==> config.mk <==
export PLATFORM = sky130hd
export DESIGN_NAME = prio_irq_ctrl
export DESIGN_NICKNAME = d
export VERILOG_FILES = /design/src/rtl/irqc_pkg.sv /design/src/rtl/irqc_regs.sv /design/src/rtl/irqc_arb.sv /design/src/rtl/irqc_core.sv /design/src/rtl/prio_irq_ctrl.sv
export SDC_FILE = /design/constraint.sdc
export NUM_CORES = 1
export LEC_CHECK = 0
export BUFFER_PORTS_ARGS = -buffer_cell sky130_fd_sc_hd__buf_4
export CORE_ASPECT_RATIO = 1.75
export CORE_UTILIZATION = 60
export DETAILED_ROUTE_END_ITERATION = 7
export GPL_ROUTABILITY_DRIVEN = 1
export PLACE_DENSITY = 0.85
export RECOVER_POWER = 50
export SETUP_SLACK_MARGIN = 0.02
export SLEW_MARGIN = 10
export SYNTH_ARGS = -nofsm -noshare
export SYNTH_HDL_FRONTEND = slang
export SYNTH_SLANG_ARGS = --single-unit
==> constraint.sdc <==
create_clock -name clk -period 25.3 [get_ports clk]
set_clock_uncertainty 0.15 [all_clocks]
set_input_delay 3.795 -clock clk [delete_from_list [all_inputs] [get_ports clk]]
set_output_delay 3.795 -clock clk [all_outputs]
set_load 0.05 [all_outputs]
==> src/rtl/irqc_pkg.sv <==
package irqc_pkg;
    localparam int DATA_W = 16;
    localparam int ADDR_W = 4;

    localparam logic [ADDR_W-1:0] A_CTRL = 4'd0;
    localparam logic [ADDR_W-1:0] A_FLAG = 4'd1;
    localparam logic [ADDR_W-1:0] A_EN   = 4'd2;
    localparam logic [ADDR_W-1:0] A_LVL  = 4'd3;
    localparam logic [ADDR_W-1:0] A_STAT = 4'd4;
    localparam int                A_PRIO = 8;

    typedef enum logic [0:0] {
        S_IDLE = 1'b0,
        S_SERV = 1'b1
    } svc_state_e;
endpackage

==> src/rtl/irqc_regs.sv <==
module irqc_regs
    import irqc_pkg::*;
#(
    parameter int N  = 8,
    parameter int PW = 3,
    parameter int LW = 4,
    parameter int VW = 7
) (
    input  logic              clk,
    input  logic              rst,
    input  logic [ADDR_W-1:0] bus_addr,
    input  logic              bus_we,
    input  logic [DATA_W-1:0] bus_wdata,
    output logic [DATA_W-1:0] bus_rdata,
    input  logic [N-1:0]      src_req_i,
    input  logic              trap_i,
    input  logic              ack_take_i,
    input  logic [PW-1:0]     ack_lvl_i,
    input  logic [VW-1:0]     stat_vec_i,
    input  logic [LW-1:0]     stat_lvl_i,
    output logic [N-1:0]      flags_o,
    output logic [N-1:0]      en_o,
    output logic [N*PW-1:0]   prio_o,
    output logic              nest_off_o,
    output logic [LW-1:0]     cur_lvl_o
);
    localparam int SLOT = 4;

    logic [N-1:0]  flags_q, en_q;
    logic [PW-1:0] lvl_sw_q;
    logic          nest_q;
    logic [PW-1:0] prio_q [N];
    logic          w_flag, w_en, w_ctrl, w_lvl;

    assign w_flag = bus_we && (bus_addr == A_FLAG);
    assign w_en   = bus_we && (bus_addr == A_EN);
    assign w_ctrl = bus_we && (bus_addr == A_CTRL);
    assign w_lvl  = bus_we && (bus_addr == A_LVL);

    always_ff @(posedge clk) begin
        if (rst) begin
            flags_q  <= '0;
            en_q     <= '0;
            nest_q   <= 1'b0;
            lvl_sw_q <= '0;
        end else begin
            // a new request wins over a simultaneous clear
            flags_q <= (flags_q & ~(w_flag ? bus_wdata[N-1:0] : '0)) | src_req_i;
            if (w_en)   en_q   <= bus_wdata[N-1:0];
            if (w_ctrl) nest_q <= bus_wdata[0];
            if (ack_take_i)  lvl_sw_q <= ack_lvl_i;
            else if (w_lvl)  lvl_sw_q <= bus_wdata[PW-1:0];
        end
    end

    for (genvar i = 0; i < N; i++) begin : g_prio
        localparam logic [ADDR_W-1:0] RA = ADDR_W'(A_PRIO + i / SLOT);
        localparam int                BP = SLOT * (i % SLOT);
        always_ff @(posedge clk) begin
            if (rst)                               prio_q[i] <= '0;
            else if (bus_we && (bus_addr == RA))   prio_q[i] <= bus_wdata[BP +: PW];
        end
        assign prio_o[i*PW +: PW] = prio_q[i];
    end

    always_comb begin
        bus_rdata = '0;
        if (bus_addr == A_CTRL) bus_rdata[0]        = nest_q;
        if (bus_addr == A_FLAG) bus_rdata[N-1:0]    = flags_q;
        if (bus_addr == A_EN)   bus_rdata[N-1:0]    = en_q;
        if (bus_addr == A_LVL)  bus_rdata[LW-1:0]   = {trap_i, lvl_sw_q};
        if (bus_addr == A_STAT) begin
            bus_rdata[VW-1:0]  = stat_vec_i;
            bus_rdata[8 +: LW] = stat_lvl_i;
        end
        for (int i = 0; i < N; i++) begin
            if (bus_addr == ADDR_W'(A_PRIO + i / SLOT))
                bus_rdata[SLOT*(i%SLOT) +: PW] = prio_q[i];
        end
    end

    assign flags_o    = flags_q;
    assign en_o       = en_q;
    assign nest_off_o = nest_q;
    assign cur_lvl_o  = {trap_i, lvl_sw_q};

    a_r1_flag_sticky: assert property (@(posedge clk) disable iff (rst)
        !w_flag |=> ((flags_q & $past(flags_q)) == $past(flags_q)));

    a_r8_ack_loads_level: assert property (@(posedge clk) disable iff (rst)
        ack_take_i |=> (lvl_sw_q == $past(ack_lvl_i)));
endmodule

==> src/rtl/irqc_arb.sv <==
module irqc_arb #(
    parameter int N  = 8,
    parameter int PW = 3,
    parameter int IW = $clog2(N)
) (
    input  logic [N-1:0]    flags_i,
    input  logic [N-1:0]    en_i,
    input  logic [N*PW-1:0] prio_i,
    output logic            win_valid_o,
    output logic [IW-1:0]   win_idx_o,
    output logic [PW-1:0]   win_lvl_o
);
    logic [PW-1:0] eff [N];

    for (genvar i = 0; i < N; i++) begin : g_eff
        assign eff[i] = (flags_i[i] && en_i[i]) ? prio_i[i*PW +: PW] : '0;
    end

    always_comb begin
        win_lvl_o = '0;
        win_idx_o = '0;
        // strict compare: a lower index keeps the win on a tie
        for (int i = 0; i < N; i++) begin
            if (eff[i] > win_lvl_o) begin
                win_lvl_o = eff[i];
                win_idx_o = IW'(i);
            end
        end
        win_valid_o = (win_lvl_o != '0);
    end
endmodule

==> src/rtl/irqc_core.sv <==
module irqc_core
    import irqc_pkg::*;
#(
    parameter int N       = 8,
    parameter int PW      = 3,
    parameter int LW      = 4,
    parameter int VW      = 7,
    parameter int VEC_OFS = 8,
    parameter int IW      = $clog2(N)
) (
    input  logic          clk,
    input  logic          rst,
    input  logic          win_valid_i,
    input  logic [IW-1:0] win_idx_i,
    input  logic [PW-1:0] win_lvl_i,
    input  logic [LW-1:0] cur_lvl_i,
    input  logic          nest_off_i,
    input  logic          ack_i,
    input  logic          done_i,
    output logic          req_o,
    output logic [VW-1:0] vec_o,
    output logic [LW-1:0] lvl_o,
    output logic          ack_take_o
);
    svc_state_e    state_q, state_d;
    logic          req_d;
    logic [VW-1:0] vec_d;
    logic [LW-1:0] lvl_d;

    assign ack_take_o = ack_i && req_o;

    always_comb begin
        state_d = state_q;
        unique case (state_q)
            S_IDLE: if (ack_take_o) state_d = S_SERV;   // accept
            S_SERV: if (done_i)     state_d = S_IDLE;   // finish; ack here = nest
            default:                state_d = S_IDLE;
        endcase
    end

    always_ff @(posedge clk) begin
        if (rst) state_q <= S_IDLE;
        else     state_q <= state_d;
    end

    always_comb begin
        vec_d = win_valid_i ? (VW'(win_idx_i) + VW'(VEC_OFS)) : '0;
        lvl_d = win_valid_i ? LW'(win_lvl_i) : '0;
        req_d = win_valid_i && (LW'(win_lvl_i) > cur_lvl_i)
                && !((state_q == S_SERV) && nest_off_i) && !ack_take_o;
    end

    always_ff @(posedge clk) begin
        if (rst) begin
            req_o <= 1'b0;
            vec_o <= '0;
            lvl_o <= '0;
        end else begin
            req_o <= req_d;
            vec_o <= vec_d;
            lvl_o <= lvl_d;
        end
    end

    a_r9_nest_blocks: assert property (@(posedge clk) disable iff (rst)
        (state_q == S_SERV && nest_off_i) |=> !req_o);

    a_r4_vec_range: assert property (@(posedge clk) disable iff (rst)
        req_o |-> (int'(vec_o) >= VEC_OFS && int'(vec_o) < VEC_OFS + N));

    a_r6_req_level: assert property (@(posedge clk) disable iff (rst)
        req_o |-> (lvl_o != '0 && !lvl_o[LW-1]));

    a_r8_ack_drops_req: assert property (@(posedge clk) disable iff (rst)
        ack_take_o |=> !req_o);
endmodule

==> src/rtl/prio_irq_ctrl.sv <==
module prio_irq_ctrl
    import irqc_pkg::*;
#(
    parameter int N       = 8,
    parameter int PW      = 3,
    parameter int LW      = 4,
    parameter int VW      = 7,
    parameter int VEC_OFS = 8
) (
    input  logic              clk,
    input  logic              rst,
    input  logic [ADDR_W-1:0] bus_addr,
    input  logic              bus_we,
    input  logic [DATA_W-1:0] bus_wdata,
    output logic [DATA_W-1:0] bus_rdata,
    input  logic [N-1:0]      src_req_i,
    input  logic              cpu_trap_i,
    input  logic              irq_ack_i,
    input  logic              irq_done_i,
    output logic              irq_req_o,
    output logic [VW-1:0]     irq_vec_o,
    output logic [LW-1:0]     irq_lvl_o,
    output logic [LW-1:0]     cpu_lvl_o
);
    localparam int IW = $clog2(N);

    logic [N-1:0]    flags, en;
    logic [N*PW-1:0] prio;
    logic            nest_off, ack_take, win_valid;
    logic [IW-1:0]   win_idx;
    logic [PW-1:0]   win_lvl;
    logic [LW-1:0]   cur_lvl;

    irqc_regs #(.N(N), .PW(PW), .LW(LW), .VW(VW)) i_regs (
        .clk(clk), .rst(rst),
        .bus_addr(bus_addr), .bus_we(bus_we), .bus_wdata(bus_wdata), .bus_rdata(bus_rdata),
        .src_req_i(src_req_i), .trap_i(cpu_trap_i),
        .ack_take_i(ack_take), .ack_lvl_i(irq_lvl_o[PW-1:0]),
        .stat_vec_i(irq_vec_o), .stat_lvl_i(irq_lvl_o),
        .flags_o(flags), .en_o(en), .prio_o(prio),
        .nest_off_o(nest_off), .cur_lvl_o(cur_lvl)
    );

    irqc_arb #(.N(N), .PW(PW), .IW(IW)) i_arb (
        .flags_i(flags), .en_i(en), .prio_i(prio),
        .win_valid_o(win_valid), .win_idx_o(win_idx), .win_lvl_o(win_lvl)
    );

    irqc_core #(.N(N), .PW(PW), .LW(LW), .VW(VW), .VEC_OFS(VEC_OFS), .IW(IW)) i_core (
        .clk(clk), .rst(rst),
        .win_valid_i(win_valid), .win_idx_i(win_idx), .win_lvl_i(win_lvl),
        .cur_lvl_i(cur_lvl), .nest_off_i(nest_off),
        .ack_i(irq_ack_i), .done_i(irq_done_i),
        .req_o(irq_req_o), .vec_o(irq_vec_o), .lvl_o(irq_lvl_o),
        .ack_take_o(ack_take)
    );

    assign cpu_lvl_o = cur_lvl;

    a_r2_winner_enabled: assert property (@(posedge clk) disable iff (rst)
        win_valid |-> (flags[win_idx] && en[win_idx]));
endmodule

==> flow_summary_export.csv, run 1 <==
group,metric,value,unit
finish,stdcell_count,538,
global_route,global_route.usage.total,33.7,%
finish,fillerInstances,519,
route,vias,3342,
die,start_util,61.9,%
power,leakage,1.78,nW
clock_network,cts.reportedPaths.clkPinSlew,0.10,ns
power,pwr-share-seq,50.6,%
power,intPower,0.136,mW
global_route,largest_net_degree_at_the_start_of_global_routing,24,
route,dr.pass1.iters,5,
timing,setup_viol,0,
timing,rsz_0062_raised_after_global_routing,"false",
critical_path,critical_path_peak_fanout,8,
finish,final_common_cell,"sky130_fd_sc_hd__buf_4",
timing,timing.final.crit_period,9.83,ns
die,design.core.area,5830,um^2
power,sw_frac_of_total,29.7,%
yosys,synth.yosys.seq_area_share,36.0,%
finish,finish.utilization,70.7,%
finish,drive_gt1_share,17.6,%
clock_network,holdBufCountCts,0,
yosys,syn_inst,409,
global_route,vias_in_the_first_global_route,3197,
critical_path,cp_slowest_stage_delay,0.43,ns
yosys,prevailing_post_synth_register_cell,"sky130_fd_sc_hd__dfxtp_1",
placement,buffer_ports.inserted,57,
min_path,min_path_type,"flop to flop",
timing,final_critical_path_share_of_the_clock_period,38.9,%
die,num_rows,37,
critical_path,critical_path_cell_with_the_highest_stage_delay,"sky130_fd_sc_hd__edfxtp_1",
clock_network,cts_tree,"done",
clock_network,cts_inserted_buffers,5,
finish,finish.net_count,517,
route,drt-initial-drc-count,196,
clock_network,worstSkewPairLatency,0.32,ns
clock_network,cts-root-to-sink-buffers,2,
power,vdd_drop_max,0.0643,mV
job,drv.max_cap_violation_count,0,
critical_path,critical_path.startpoint_type,"flop",
timing,worst_slew_pin_slew,1.13,ns
placement,detailed_place_hpwl,8110,um
global_route,grt-ovfl-total,0,
die,die_x,60.7,um
power,combPwrFrac,20.1,%
clock_network,clkSinkCount,53,
clock_network,post_cts.repair.setup_buffers,0,
yosys,synth.yosys.warnings,0,
yosys,netlist_area,3610,um^2
timing,maxClockFrequency,0.102,GHz
status,result_of_the_run,"complete, no violations",
yosys,postSynth.asyncResetShare,0,%
critical_path,crit_top_cell,"sky130_fd_sc_hd__ha_1",
route,route.final.wire_length,10100,um
clock_network,cts_resized,0,
yosys,number_of_flops_mapped_to_enable_cells_by_yosys,24,
die,top_level_ports,66,
timing,slew_violations,0,
critical_path,criticalPathCategory,"flop to flop",
timing,hold_viol,0,
placement,number_of_placed_instances_with_taps_included,530,
timing,totalNegativeSetupSlack,0,ns
power,power_frac_clock,29.3,%
critical_path,worstPathArrival,9.89,ns
yosys,postSynthRegisterBits,53,
die,fp.dieH,105,um
placement,finalWeightedCongestion,0.951,
power,p_per_area,47.0,nW/um^2
yosys,yosysUniqueCellTypes,61,
finish,layout.cells.most_common_list,"43 x sky130_fd_sc_hd__buf_4, 42 x sky130_fd_sc_hd__nand2_1, 37 x sky130_fd_sc_hd__nor2_1, 35 x sky130_fd_sc_hd__a21oi_1, 29 x sky130_fd_sc_hd__dfxtp_1",
route,drc,0,
die,full_die_area,6350,um^2
critical_path,critPathRequiredTime,25.36,ns
global_route,first_pass_grt_wire_length,15500,um
global_route,antenna_violations_before_repair,0,
clock_network,htreeDepth,2,
timing,max_slew_margin,23.8,%
route,routed_via_density,6.21,
finish,areaGrowthSynthToFinish,14.1,%
route,route.antenna.remaining_nets,0,
critical_path,endpoint_kind,"flop",
power,switch_pwr,0.0576,mW
route,wire_per_inst,18.8,um
clock_network,ctsRootBufferMaster,"sky130_fd_sc_hd__clkbuf_8",
finish,num_antenna_cells,0,
yosys,syn-mean-instance-area,8.83,um^2
[metal layers]
metal / wire [um] / part of all wire [%] / track usage, %
met1: 3600 / 36 / 36.0
met2: 5440 / 54 / 59.3
met3: 508 / 5.0 / 5.32
met4: 576 / 5.7 / 19.0
met5: 0 / 0 / 0
[cell usage after synthesis, types with 7 or more instances]
cell | count | share of area (%)
sky130_fd_sc_hd__clkbuf_1 | 11 | 1.1
sky130_fd_sc_hd__ha_1 | 24 | 8.3
sky130_fd_sc_hd__o21ai_0 | 9 | 1.2
sky130_fd_sc_hd__mux2i_1 | 15 | 4.2
sky130_fd_sc_hd__dfxtp_1 | 29 | 16
sky130_fd_sc_hd__inv_1 | 16 | 1.7
sky130_fd_sc_hd__and3_1 | 12 | 2.1
sky130_fd_sc_hd__nor2_1 | 37 | 3.8
sky130_fd_sc_hd__a21oi_1 | 35 | 4.8
sky130_fd_sc_hd__and2_1 | 30 | 5.2
sky130_fd_sc_hd__buf_4 | 7 | 1.5
sky130_fd_sc_hd__nand3_1 | 26 | 3.6
sky130_fd_sc_hd__mux2_2 | 7 | 2.2
sky130_fd_sc_hd__a22oi_1 | 7 | 1.5
sky130_fd_sc_hd__nand2_1 | 42 | 4.4
sky130_fd_sc_hd__edfxtp_1 | 24 | 20
[metrics by stage]
stage	hold WS (ns)	setup slack, ns	power, mW	cell area [um^2]
floorplan	0.337	15.76	0.126	3630
global placement	0.379	15.79	0.138	4070
detailed placement	0.375	15.61	0.139	4070
CTS	0.397	15.57	0.194	4180
global route	0.414	14.84	0.201	4120
finish	0.400	15.47	0.194	4120
[power groups by stage]
stage / registers (mW) / clock network (mW) / logic (mW)
2_1_floorplan: 0.101 / 0 / 0.0250
3_3_place_gp: 0.0996 / 0 / 0.0387
3_5_place_dp: 0.0999 / 0 / 0.0395
4_1_cts: 0.0979 / 0.0569 / 0.0397
5_1_grt: 0.0985 / 0.0602 / 0.0419
6_report: 0.0982 / 0.0568 / 0.0390
[path summary, 6_finish.rpt]
check / startpoint / to / slack, ns / cells after the start
max: i_regs.prio_q[0][5]$_SDFFCE_PN0P_ / i_core.req_o$_SDFF_PP0_ / 15.47 / 45
min: i_core.lvl_o[0]$_SDFF_PP0_ / i_regs.lvl_sw_q[0]$_SDFFE_PP0P_ / 0.40 / 2
max reg2reg: i_regs.prio_q[0][5]$_SDFFCE_PN0P_ / i_core.req_o$_SDFF_PP0_ / 15.47 / 45
min reg2reg: i_core.lvl_o[0]$_SDFF_PP0_ / i_regs.lvl_sw_q[0]$_SDFFE_PP0P_ / 0.40 / 2
[critical path: cells and delay by family, from the launching register on]
family / cells / cell delay [ns]
compound gates: 20 / 4.61
fa+ha+maj: 8 / 2.25
simple gates: 14 / 1.69
flops: 1 / 0.43
mux: 1 / 0.43
buf+inv: 2 / 0.14
[logic make-up (layout without fill, tap and decap cells)]
family                   count (synthesis)  after routing  synth area share [%]
multiplexers                            22             22                  6.34
AND/OR/NAND/NOR                        178            178                  25.4
other                                    1              6                 0.104
buffers and inverters                   35             81                  4.36
flip-flops                              53             53                  36.0
AO/OA/AOI/OAI                           96             96                  19.5
adder cells (fa/ha/maj)                 24             24                  8.31
[layout make-up]
class                      instances  area (um^2)  area share (%)
multi-input combinational        326         2180            52.8
sequential                        53         1300            31.6
timing repair buffer              57          375            9.10
tap                               78         97.6            2.37
clock buffer                       5         68.8            1.67
inverter                          16         60.1            1.46
clock inverter                     3         41.3            1.00
[state kept, by name, summed over array words and instances, names as in the netlist, 3 cells and up]
signal / flops
i_regs.lvl_sw_q: 3
i_regs.flags_o: 8
i_core.vec_o: 4
i_regs.prio_q: 24
i_regs.en_o: 8
i_core.lvl_o: 3
Note: power is estimated with default switching activity, not from simulation.
==> run 2: changes to the inputs <==
--- a/config.mk
+++ b/config.mk
@@ -5,12 +5,13 @@
 export SDC_FILE = /design/constraint.sdc
 export NUM_CORES = 1
 export LEC_CHECK = 0
+export ABC_AREA = 1
 export BUFFER_PORTS_ARGS = -buffer_cell sky130_fd_sc_hd__buf_4
 export CORE_ASPECT_RATIO = 1.75
-export CORE_UTILIZATION = 60
+export CORE_UTILIZATION = 51
 export DETAILED_ROUTE_END_ITERATION = 7
 export GPL_ROUTABILITY_DRIVEN = 1
-export PLACE_DENSITY = 0.85
+export PLACE_DENSITY = 0.77
 export RECOVER_POWER = 50
 export SETUP_SLACK_MARGIN = 0.02
 export SLEW_MARGIN = 10
==> constraint.sdc (replaced) <==
create_clock -name clk -period 8.4 [get_ports clk]
set_clock_uncertainty 0.15 [all_clocks]
set_input_delay 1.26 -clock clk [delete_from_list [all_inputs] [get_ports clk]]
set_output_delay 1.26 -clock clk [all_outputs]
set_load 0.05 [all_outputs]
==> run 2 against run 1 <==
Compared with the run above:
- flip-flop and latch count did not move
- core utilization fell by 0.99 points
- non-clock buffer count rose by 22
- synthesized area fell by 3.3%
- clock power rose to 3.7 times the previous value
- first-iteration DRC count fell by 5.1%
- critical path type unchanged
- highest routed layer unchanged
==> flow_summary_export.csv, run 2 <==
group,metric,value,unit
finish,drive_gt1_share,30.4,%
finish,final_common_cell,"sky130_fd_sc_hd__inv_1",
yosys,netlist_area,3490,um^2
route,routed_via_density,5.67,
critical_path,ff2ff_setup_slack,0.40,ns
clock_network,cts.reportedPaths.clkPinSlew,0.07,ns
die,top_level_ports,66,
yosys,synth.yosys.warnings,0,
yosys,syn-mean-instance-area,7.42,um^2
min_path,hold_path_end,"i_core.state_q$_SDFF_PP0_",
yosys,netlist.area_leader.share,20.6,%
critical_path,rr_startpoint,"i_regs.prio_q[0][4]$_SDFFCE_PN0P_",
die,start_util,53.0,%
global_route,largest_net_degree_at_the_start_of_global_routing,16,
clock_network,htreeDepth,2,
power,leakage,2.12,nW
clock_network,cts_inserted_buffers,5,
timing,maxClockFrequency,0.125,GHz
route,route.final.wire_length,11000,um
critical_path,critical_path_cell_with_the_highest_stage_delay,"sky130_fd_sc_hd__edfxtp_1",
timing,setup_viol,0,
critical_path,critPathRequiredTime,8.44,ns
clock_network,clkSinkCount,53,
finish,num_antenna_cells,0,
critical_path,crit_top_cell,"sky130_fd_sc_hd__nand2_2",
placement,place_ws,-0.134,ns
timing,fin_ws,0.403,ns
global_route,antenna_violations_before_repair,0,
status,result_of_the_run,"complete, no violations",
yosys,synth.yosys.seq_area_share,37.2,%
global_route,grt-ovfl-total,0,
clock_network,worstSkewPairLatency,0.29,ns
critical_path,worstPathArrival,8.03,ns
timing,hold_viol,0,
clock_network,cts_tree,"done",
critical_path,r2r-end,"i_core.req_o$_SDFF_PP0_",
critical_path,critPathBufInv,16,
timing,final_critical_path_share_of_the_clock_period,95.2,%
clock_network,cts-root-to-sink-buffers,2,
critical_path,critical-path-top-delay-family,"simple AND/OR/NAND/NOR gates",
global_route,global_route.usage.total,29.8,%
yosys,post_synth_main_area_contributors,"sky130_fd_sc_hd__edfxtp_1 21%, sky130_fd_sc_hd__dfxtp_1 17%, sky130_fd_sc_hd__nand2_1 9.0%",
route,vias,3579,
placement,buffer_ports.inserted,57,
route,wire_per_inst,17.5,um
critical_path,criticalPathCategory,"flop to flop",
yosys,synth.largest_area_cell,"sky130_fd_sc_hd__edfxtp_1",
yosys,postSynth.asyncResetShare,0,%
yosys,number_of_flops_mapped_to_enable_cells_by_yosys,24,
power,p_per_area,231,nW/um^2
timing,slew_violations,0,
die,die_x,64.6,um
critical_path,critical_path_peak_fanout,5,
placement,finalWeightedCongestion,0.902,
global_route,vias_in_the_first_global_route,3471,
finish,finish.net_count,606,
min_path,min-delay-start,"i_core.state_q$_SDFF_PP0_",
yosys,synth_top_cells_by_count,"84 x sky130_fd_sc_hd__nand2_1, 75 x sky130_fd_sc_hd__inv_1, 59 x sky130_fd_sc_hd__nor2_1, 31 x sky130_fd_sc_hd__nand3_1, 29 x sky130_fd_sc_hd__dfxtp_1",
critical_path,critical_path.startpoint_type,"flop",
finish,largest_reg_flops,24,
global_route,first_pass_grt_wire_length,16200,um
job,drv.max_cap_violation_count,0,
critical_path,endpoint_kind,"flop",
timing,max_slew_margin,45.5,%
yosys,postSynthRegisterBits,53,
die,design.core.area,6590,um^2
critical_path,cp_slowest_stage_delay,0.42,ns
min_path,min_path_type,"flop to flop",
power,vdd_drop_max,0.206,mV
yosys,syn_inst,471,
critical_path,worst_r2r_path_depth,64,
clock_network,ctsRootBufferMaster,"sky130_fd_sc_hd__clkbuf_16",
die,full_die_area,7200,um^2
finish,areaGrowthSynthToFinish,31.4,%
yosys,synth_most_common_cell,"sky130_fd_sc_hd__nand2_1",
finish,layout.cells.most_common_list,"73 x sky130_fd_sc_hd__inv_1, 71 x sky130_fd_sc_hd__nand2_1, 61 x sky130_fd_sc_hd__buf_4, 57 x sky130_fd_sc_hd__nor2_1, 26 x sky130_fd_sc_hd__o21ai_0",
critical_path,startpoint,"i_regs.prio_q[0][4]$_SDFFCE_PN0P_",
route,dr.pass1.iters,5,
route,route.antenna.remaining_nets,0,
power,post-layout-total-power,1.06,mW
clock_network,holdBufCountCts,0,
timing,timing.final.crit_period,8.00,ns
yosys,prevailing_post_synth_register_cell,"sky130_fd_sc_hd__dfxtp_1",
timing,worst_slew_pin_slew,0.817,ns
route,drt-initial-drc-count,186,
finish,largest_register,"i_regs.prio_q",
yosys,yosysUniqueCellTypes,31,
route,drc,0,
die,fp.dieH,112,um
die,num_rows,39,
placement,detailed_place_hpwl,7880,um
min_path,number_of_cells_on_the_worst_hold_path,1,
==> run 2: cell families (layout without fill, tap and decap cells) <==
group / after synthesis / in the layout / share of synthesized area, %
AO/OA/AOI/OAI: 82 / 82 / 14.1
adder cells (fa/ha/maj): 24 / 24 / 8.59
buffers and inverters: 97 / 170 / 11.2
AND/OR/NAND/NOR: 214 / 214 / 28.8
other: 1 / 6 / 0.107
flip-flops: 53 / 53 / 37.2
==> run 2: worst max-delay path by stage <==
stage                                          to  slack [ns]  cells past startpoint
after floorplan           i_core.req_o$_SDFF_PP0_        0.51                     59
after global placement    i_core.req_o$_SDFF_PP0_        0.20                     61
after detailed placement  i_core.req_o$_SDFF_PP0_       -0.13                     61
after CTS                 i_core.req_o$_SDFF_PP0_        0.03                     62
after global routing      i_core.req_o$_SDFF_PP0_       -0.11                     63
final                     i_core.req_o$_SDFF_PP0_        0.40                     64
==> run 2: metrics by stage <==
stage / instance area (um^2) / hold slack, ns / std cells / TNS, ns / utilization (%)
2_1_floorplan: 3510 / 0.284 / 476 / 0 / -
3_3_place_gp: 4050 / 0.303 / 612 / 0 / 61.4
3_5_place_dp: 4050 / 0.321 / 612 / -0.134 / 61.4
4_1_cts: 4240 / 0.334 / 623 / 0 / 64.3
5_1_grt: 4590 / 0.356 / 631 / -0.114 / 69.7
6_report: 4590 / 0.332 / 631 / 0 / 69.7
==> run 2: power breakdown <==
part | internal [mW] | switching, mW
Sequential | 0.294 | 0.0200
Combinational | 0.209 | 0.327
Clock | 0.117 | 0.0934
Total | 0.621 | 0.440
==> run 2: layout make-up <==
class / count / area (um^2)
clock buffers: 6 / 139
well taps: 82 / 103
clock inverters: 2 / 8.76
repair buffers: 79 / 548
flip-flops and latches: 53 / 1310
fillers: 569 / 2000
multi-input cells: 326 / 2170
inverters: 83 / 314
==> run 2: routing by layer <==
layer | GRT usage [%] | vias up | wire (um)
met2 | 53.5 | 173 | 5800
met1 | 31.5 | 1671 | 3860
li1 | - | 1689 | -
met3 | 3.28 | 46 | 594
met5 | 0 | - | 0
met4 | 20.0 | 0 | 767
==> run 2: repair_timing <==
action                     4_1_cts  5_1_grt
setup buffers                    3        8
pin swaps                        3       24
gates resized for setup          4       67
hold endpoints to repair         0        0
setup endpoints to repair        1        8
